### src/rtl/adc_pif_pkg.sv
package adc_pif_pkg;

  localparam int DATA_W   = 12;
  localparam int CHAN_W   = 3;
  localparam int LOW_W    = 8;
  localparam int NIB_W    = DATA_W - LOW_W;
  localparam int HBEN_BIT = LOW_W;
  localparam int CHAN_LSB = NIB_W;
  localparam int PWR_W    = 2;

  typedef enum logic [PWR_W-1:0] {
    PWR_ALWAYS_ON = 2'b00,
    PWR_AUTO_OFF  = 2'b01,
    PWR_AUTO_IDLE = 2'b10,
    PWR_AUTO_RSVD = 2'b11
  } pwr_mode_e;

  // Clear the bits below the converter's resolution.
  function automatic logic [DATA_W-1:0] trim_result(input logic [DATA_W-1:0] raw,
                                                    input int res_bits);
    logic [DATA_W-1:0] v;
    v = raw;
    for (int i = 0; i < DATA_W; i++) begin
      if (i < DATA_W - res_bits) v[i] = 1'b0;
    end
    return v;
  endfunction

  // Bus image of the result for the selected transfer width and byte.
  function automatic logic [DATA_W-1:0] pack_read(input logic [DATA_W-1:0] res,
                                                  input logic [CHAN_W-1:0] chan,
                                                  input logic              word_sel,
                                                  input logic              high_sel);
    logic [DATA_W-1:0] v;
    v = '0;
    if (word_sel) begin
      v = res;
    end else if (high_sel) begin
      v[NIB_W-1:0]                 = res[DATA_W-1:LOW_W];
      v[CHAN_LSB+CHAN_W-1:CHAN_LSB] = chan;
    end else begin
      v[LOW_W-1:0] = res[LOW_W-1:0];
    end
    return v;
  endfunction

  // Any automatic mode puts the block to sleep after a conversion.
  function automatic logic pwr_sleeps(input logic [PWR_W-1:0] mode);
    return pwr_mode_e'(mode) != PWR_ALWAYS_ON;
  endfunction

endpackage

### src/rtl/adc_pif_sync.sv
module adc_pif_sync #(
  parameter int              WIDTH   = 5,
  parameter int              STAGES  = 2,
  parameter logic [WIDTH-1:0] RST_VAL = '0
) (
  input  logic             clk,
  input  logic             rst_n,
  input  logic [WIDTH-1:0] async_in,
  output logic [WIDTH-1:0] sync_out
);

  for (genvar b = 0; b < WIDTH; b++) begin : g_bit
    logic [STAGES-1:0] pipe;
    always_ff @(posedge clk or negedge rst_n) begin
      if (!rst_n) pipe <= {STAGES{RST_VAL[b]}};
      else        pipe <= {pipe[STAGES-2:0], async_in[b]};
    end
    assign sync_out[b] = pipe[STAGES-1];
  end

endmodule

### src/rtl/adc_pif_edge.sv
module adc_pif_edge #(
  parameter bit DETECT_RISE = 1'b1,
  parameter bit RST_VAL     = 1'b0
) (
  input  logic clk,
  input  logic rst_n,
  input  logic lvl,
  output logic pulse
);

  logic prev;

  always_ff @(posedge clk or negedge rst_n) begin
    if (!rst_n) prev <= RST_VAL;
    else        prev <= lvl;
  end

  if (DETECT_RISE) begin : g_rise
    assign pulse = lvl & ~prev;
  end else begin : g_fall
    assign pulse = ~lvl & prev;
  end

endmodule

### src/rtl/adc_pif_conv.sv
module adc_pif_conv
  import adc_pif_pkg::*;
#(
  parameter int CONV_EDGES = 13,
  parameter int RES_BITS   = 12
) (
  input  logic              clk,
  input  logic              rst_n,
  input  logic              start_fall,
  input  logic              start_rise,
  input  logic              clkin_rise,
  input  logic              sleep_en,
  input  logic [DATA_W-1:0] sample_in,
  input  logic [CHAN_W-1:0] chan_in,
  output logic              busy,
  output logic              asleep,
  output logic              conv_start,
  output logic              conv_done,
  output logic [DATA_W-1:0] result,
  output logic [CHAN_W-1:0] result_chan
);

  localparam int CNT_W = $clog2(CONV_EDGES + 1);
  localparam logic [CNT_W-1:0] LAST_EDGE = CNT_W'(CONV_EDGES - 1);

  logic [CNT_W-1:0]  edge_cnt;
  logic [DATA_W-1:0] hold_word;
  logic [CHAN_W-1:0] hold_chan;

  assign conv_start = start_fall & ~busy & ~asleep;
  assign conv_done  = busy & clkin_rise & (edge_cnt == LAST_EDGE);

  always_ff @(posedge clk or negedge rst_n) begin
    if (!rst_n) begin
      busy      <= 1'b0;
      edge_cnt  <= '0;
      hold_word <= '0;
      hold_chan <= '0;
    end else if (conv_start) begin
      busy      <= 1'b1;
      edge_cnt  <= '0;
      hold_word <= trim_result(sample_in, RES_BITS);
      hold_chan <= chan_in;
    end else if (conv_done) begin
      busy     <= 1'b0;
      edge_cnt <= '0;
    end else if (busy && clkin_rise) begin
      edge_cnt <= edge_cnt + 1'b1;
    end
  end

  always_ff @(posedge clk or negedge rst_n) begin
    if (!rst_n) begin
      result      <= '0;
      result_chan <= '0;
    end else if (conv_done) begin
      result      <= hold_word;
      result_chan <= hold_chan;
    end
  end

  always_ff @(posedge clk or negedge rst_n) begin
    if (!rst_n)          asleep <= 1'b0;
    else if (conv_done)  asleep <= sleep_en;
    else if (start_rise) asleep <= 1'b0;
  end

endmodule

### src/rtl/adc_pif_bus.sv
module adc_pif_bus
  import adc_pif_pkg::*;
(
  input  logic              clk,
  input  logic              rst_n,
  input  logic              cs_lvl_n,
  input  logic              rd_lvl_n,
  input  logic              wr_fall,
  input  logic              word_mode,
  input  logic [DATA_W-1:0] db_in,
  input  logic [DATA_W-1:0] result,
  input  logic [CHAN_W-1:0] result_chan,
  output logic [DATA_W-1:0] db_out,
  output logic              db_oe,
  output logic [DATA_W-1:0] ctrl_q,
  output logic              ctrl_wr
);

  logic             read_en;
  logic             wr_evt;
  logic             high_sel;
  logic             upper_clear;
  logic             stage_wr;
  logic [LOW_W-1:0] stage_byte;

  assign read_en     = ~cs_lvl_n & ~rd_lvl_n;
  assign wr_evt      = wr_fall & ~cs_lvl_n;
  assign high_sel    = db_in[HBEN_BIT];
  assign upper_clear = (db_in[LOW_W-1:NIB_W] == '0);
  assign stage_wr    = wr_evt & ~word_mode & ~high_sel;
  assign ctrl_wr     = wr_evt & (word_mode | (high_sel & upper_clear));

  always_ff @(posedge clk or negedge rst_n) begin
    if (!rst_n) begin
      db_oe  <= 1'b0;
      db_out <= '0;
    end else begin
      db_oe  <= read_en;
      db_out <= read_en ? pack_read(result, result_chan, word_mode, high_sel) : '0;
    end
  end

  always_ff @(posedge clk or negedge rst_n) begin
    if (!rst_n)        stage_byte <= '0;
    else if (stage_wr) stage_byte <= db_in[LOW_W-1:0];
  end

  always_ff @(posedge clk or negedge rst_n) begin
    if (!rst_n) begin
      ctrl_q <= '0;
    end else if (ctrl_wr) begin
      ctrl_q <= word_mode ? db_in : {db_in[NIB_W-1:0], stage_byte};
    end
  end

endmodule

### src/rtl/adc_parallel_if.sv
module adc_parallel_if
  import adc_pif_pkg::*;
#(
  parameter int RES_BITS    = 12,
  parameter int CONV_EDGES  = 13,
  parameter int SYNC_STAGES = 2
) (
  input  logic              clk,
  input  logic              rst_n,
  input  logic              clkin,
  input  logic              convst_n,
  input  logic              cs_n,
  input  logic              rd_n,
  input  logic              wr_n,
  input  logic              word_mode,
  input  logic [DATA_W-1:0] db_in,
  input  logic [DATA_W-1:0] sample_in,
  input  logic [CHAN_W-1:0] chan_in,
  output logic              busy,
  output logic [DATA_W-1:0] db_out,
  output logic              db_oe,
  output logic [DATA_W-1:0] ctrl_out
);

  localparam int N_SYNC = 5;
  localparam int I_CLKIN = 0;
  localparam int I_CONV  = 1;
  localparam int I_CS    = 2;
  localparam int I_RD    = 3;
  localparam int I_WR    = 4;
  localparam logic [N_SYNC-1:0] SYNC_RST = 5'b11110;

  logic [N_SYNC-1:0] raw_in;
  logic [N_SYNC-1:0] lvl;
  logic              clkin_rise;
  logic              conv_fall;
  logic              conv_rise;
  logic              wr_fall;
  logic              asleep;
  logic              conv_start;
  logic              conv_done;
  logic              ctrl_wr;
  logic [DATA_W-1:0] result;
  logic [CHAN_W-1:0] result_chan;

  assign raw_in = {wr_n, rd_n, cs_n, convst_n, clkin};

  adc_pif_sync #(.WIDTH(N_SYNC), .STAGES(SYNC_STAGES), .RST_VAL(SYNC_RST)) u_sync (
    .clk(clk), .rst_n(rst_n), .async_in(raw_in), .sync_out(lvl)
  );

  adc_pif_edge #(.DETECT_RISE(1'b1), .RST_VAL(1'b0)) u_clkin_rise (
    .clk(clk), .rst_n(rst_n), .lvl(lvl[I_CLKIN]), .pulse(clkin_rise)
  );
  adc_pif_edge #(.DETECT_RISE(1'b0), .RST_VAL(1'b1)) u_conv_fall (
    .clk(clk), .rst_n(rst_n), .lvl(lvl[I_CONV]), .pulse(conv_fall)
  );
  adc_pif_edge #(.DETECT_RISE(1'b1), .RST_VAL(1'b1)) u_conv_rise (
    .clk(clk), .rst_n(rst_n), .lvl(lvl[I_CONV]), .pulse(conv_rise)
  );
  adc_pif_edge #(.DETECT_RISE(1'b0), .RST_VAL(1'b1)) u_wr_fall (
    .clk(clk), .rst_n(rst_n), .lvl(lvl[I_WR]), .pulse(wr_fall)
  );

  adc_pif_conv #(.CONV_EDGES(CONV_EDGES), .RES_BITS(RES_BITS)) u_conv (
    .clk(clk), .rst_n(rst_n),
    .start_fall(conv_fall), .start_rise(conv_rise), .clkin_rise(clkin_rise),
    .sleep_en(pwr_sleeps(ctrl_out[PWR_W-1:0])),
    .sample_in(sample_in), .chan_in(chan_in),
    .busy(busy), .asleep(asleep), .conv_start(conv_start), .conv_done(conv_done),
    .result(result), .result_chan(result_chan)
  );

  adc_pif_bus u_bus (
    .clk(clk), .rst_n(rst_n),
    .cs_lvl_n(lvl[I_CS]), .rd_lvl_n(lvl[I_RD]), .wr_fall(wr_fall),
    .word_mode(word_mode), .db_in(db_in),
    .result(result), .result_chan(result_chan),
    .db_out(db_out), .db_oe(db_oe), .ctrl_q(ctrl_out), .ctrl_wr(ctrl_wr)
  );

endmodule

### config.mk
export PLATFORM = sky130hd
export DESIGN_NAME = adc_parallel_if
export DESIGN_NICKNAME = d
export VERILOG_FILES = /design/src/rtl/adc_pif_pkg.sv /design/src/rtl/adc_pif_sync.sv /design/src/rtl/adc_pif_edge.sv /design/src/rtl/adc_pif_conv.sv /design/src/rtl/adc_pif_bus.sv /design/src/rtl/adc_parallel_if.sv
export SDC_FILE = /design/constraint.sdc
export NUM_CORES = 1
export LEC_CHECK = 0
export CAP_MARGIN = 20
export CORE_MARGIN = 10
export CORE_UTILIZATION = 45
export DETAILED_ROUTE_END_ITERATION = 10
export DONT_BUFFER_PORTS = 1
export PLACE_DENSITY = 0.67
export RECOVER_POWER = 50
export SLEW_MARGIN = 20
export SYNTH_ARGS = -nofsm -noshare
export SYNTH_HDL_FRONTEND = slang
export SYNTH_SLANG_ARGS = --single-unit
### constraint.sdc
create_clock -name clk -period 1.5 [get_ports clk]
set_clock_uncertainty 0.1 [all_clocks]
set_input_delay 0.45 -clock clk [delete_from_list [all_inputs] [get_ports clk]]
set_output_delay 0.45 -clock clk [all_outputs]
set_load 0.05 [all_outputs]
==> metrics <==
run status=complete, but fails checks; failing checks=negative hold slack, negative setup slack; drt first pass iters=4; Sw Share=29.5%; share of the yosys chip area belonging to registers=61.3%; number of global-route vias before repair=2306; Die Span Y=107 um; Fill cells=561; Final Slew Violations=0; Final Core Density=60.5%; CTS Buf Count=9; pin count of the biggest net entering global routing=83; Worst R2R Start=u_wr_fall.prev; total wire length=8010 um; Layout area overhead=30.3%; CTS tree=done; multi-input logic area=0.00143 sq mm; initial drt markers=46; Clk pin slew, worst setup/hold paths=0.09 ns; Starting Density=46.4%; Antenna diodes=0; Synth cell types=39; Psw=1.89 mW; IO Port Bufs=0; final hold viol count=82; Vias/cell=5.57; RSZ-0062 raised after global routing=true; CP startpoint=u_wr_fall.prev; Skew-Pair Late Insertion Delay=0.36 ns; area of the mapped netlist=0.00337 sq mm; final net count=336; Max Freq=585 MHz; WL/cell=19.9 um; H-tree levels=3; Top Metal Used=met4; worst r2r path cells=3; met3 routed WL=531 um; LEAKAGE=1.90 nW; clock root cell=clkbuf_8; total grt overflow=0; Setup crit start kind=flop; Hold WS=-0.313 ns; min cycle time layout=1.71 ns; worst setup path class=flop to flop; drt drc=0; Rows=31; share of layout cells above drive strength 1=52.0%; pwr/cell area=1460 mW/mm^2; FF+latch area=0.00208 sq mm; mean post-synth cell area=13.6 sq um; initial antenna violation count=0; final setup margin=-0.209 ns; Cell Int Power=4.52 mW; YS warnings=0; crit path max fanout=6; die area=0.0113 sq mm; DRT met1 WL=3500 um; Reg2Reg Setup Slack=-0.21 ns; Cell Area, Placed=0.00370 sq mm; most frequent cells in the layout=dfrtp_1 (59), mux2_4 (30), buf_4 (26), buf_6 (18), nand2_1 (16); Worst slew margin=73.1%; routed wl met2=3780 um; peak supply drop=0.795 mV; Syn Nets=284; Routed Antenna Nets=0; GR Util All Layers=13.7%; CTS Sinks=82; GPL Wtd Cong=0.804; CP Data Arrival Time=1.84 ns; fin area=0.00439 sq mm; CORE AREA=0.00725 sq mm; Die Wd=107 um; Worst Setup End Kind=flop; crit path to=u_bus.ctrl_q[9]; final clock period utilization by the worst path=114%; total of max-cap violations=0; Final setup viols=52; Clock Path Buffers=2; Logic pwr share=25.5%; Reg power frac=49.3%; clock power share=25.2%; Tightest Pin Transition=0.403 ns; flop and latch count out of synthesis=82; Cells after Synth=247; HP Class=input pin to async pin; Boundary Pins=61; Vias=2244; hpwl dp=4790 um; Reg2Reg Capture Point=u_bus.ctrl_q[9]; most common cell after layout, fill and taps aside=dfrtp_1; Req. time, crit path=1.64 ns; first-pass GRT wire length=12300 um
## layout make-up
type,instances,area share (%)
flip-flops and latches,82,47.4
multi-input cells,147,32.5
repair buffers,53,12.1
clock buffers,9,2.82
well taps,99,2.82
clock inverters,7,1.74
inverters,6,0.513
## synth_stat cells (all sizes together)
master   count  area, sq um
a211oi      12         90.1
a21oi        9         45.0
a31oi        1         6.26
and3         5         31.3
buf          6         38.8
clkbuf       7         76.3
dfrtp       72         1800
dfstp       10          263
ha           2         25.0
inv          6         22.5
mux2        38          428
mux2i        2         20.0
nand2       18         67.6
nand2b       1         6.26
nand3b       1         7.51
nand4b       1         8.76
nand4bb      1         11.3
nor2        16         67.6
nor2b        1         6.26
nor3         1         5.00
nor3b        1         12.5
nor4        13          161
nor4b        1         8.76
o211ai       1         7.51
o21ai        2         10.0
o21bai       1         7.51
o22ai       12         75.1
or2          1         6.26
or3          1         6.26
or4          1         7.51
or4b         2         27.5
xnor2        1         8.76
## metrics by stage
stage,instances,worst slack [ns],hold WS (ns),power [mW],setup TNS [ns]
2_1_floorplan,247,-0.210,0.0544,3.96,-5.89
3_3_place_gp,366,-0.180,0.0594,4.27,-3.73
3_5_place_dp,366,-0.238,0.0583,4.35,-4.82
4_1_cts,394,-0.143,-0.336,6.24,-3.19
5_1_grt,403,-0.231,-0.351,6.76,-7.05
6_report,403,-0.209,-0.313,6.41,-4.37
## metal layers
layer | up-vias | global-route usage [%]
li1 | 1000 | -
met1 | 1150 | 16.7
met2 | 78 | 21.0
met3 | 16 | 5.80
met4 | 0 | 5.61
met5 | - | 0
## critical path, stage by stage, from the launching register on
cell,delay [ns]
dfstp_2,0.56
or4b_4,0.56
nor4_2,0.31
a211oi_2,0.07
## registers in the layout, indices dropped and copies added, names as in the netlist
| signal | flops |
|---|---|
| u_bus.ctrl_q | 12 |
| u_bus.db_oe | 1 |
| u_bus.db_out | 12 |
| u_bus.stage_byte | 8 |
| u_clkin_rise.prev | 1 |
| u_conv.asleep | 1 |
| u_conv.busy | 1 |
| u_conv.edge_cnt | 4 |
| u_conv.hold_chan | 3 |
| u_conv.hold_word | 12 |
| u_conv.result | 12 |
| u_conv.result_chan | 3 |
| u_conv_rise.prev | 1 |
| u_sync.g_bit.pipe | 10 |
| u_wr_fall.prev | 1 |
## worst min-delay path by stage
stage / end / slack (ns) / depth (start not counted)
finish: u_conv.hold_chan[0] / -0.31 / 0
CTS: u_conv.hold_word[11] / -0.34 / 0
global placement: u_bus.stage_byte[6] / 0.06 / 0
detailed placement: u_sync.g_bit[0].pipe[0] / 0.06 / 0
global route: u_bus.db_out[3] / -0.35 / 0
floorplan: u_bus.ctrl_q[0] / 0.05 / 0
## logic make-up after synthesis
| family | after synthesis | synth area share, % |
|---|---|---|
| DFF | 82 | 61.3 |
| and+or+nand+nor | 65 | 13.1 |
| muxes | 40 | 13.3 |
| AOI/OAI and AO/OA | 38 | 7.17 |
| buffers and inverters | 19 | 4.09 |
| adders and majority gates | 2 | 0.743 |
| xor gates and xnor gates | 1 | 0.260 |
## power by group through the flow
stage	Clock [mW]	Combinational, mW	Sequential, mW
after floorplan	0	0.749	3.21
after global placement	0	1.15	3.13
after detailed placement	0	1.20	3.15
after CTS	1.67	1.44	3.14
after global routing	1.78	1.76	3.23
final	1.62	1.63	3.16
## timing repair
| action | CTS | global route |
|---|---|---|
| setup buffers | 7 | 7 |
| hold endpoints to repair | 86 | 83 |
| hold buffers | 4 | 1 |
| gates cloned | 2 | 4 |
| setup endpoints to repair | 66 | 64 |
| pin swaps | 0 | 9 |
| resized for setup | 45 | 37 |
Power figures use the tool's default switching activity.
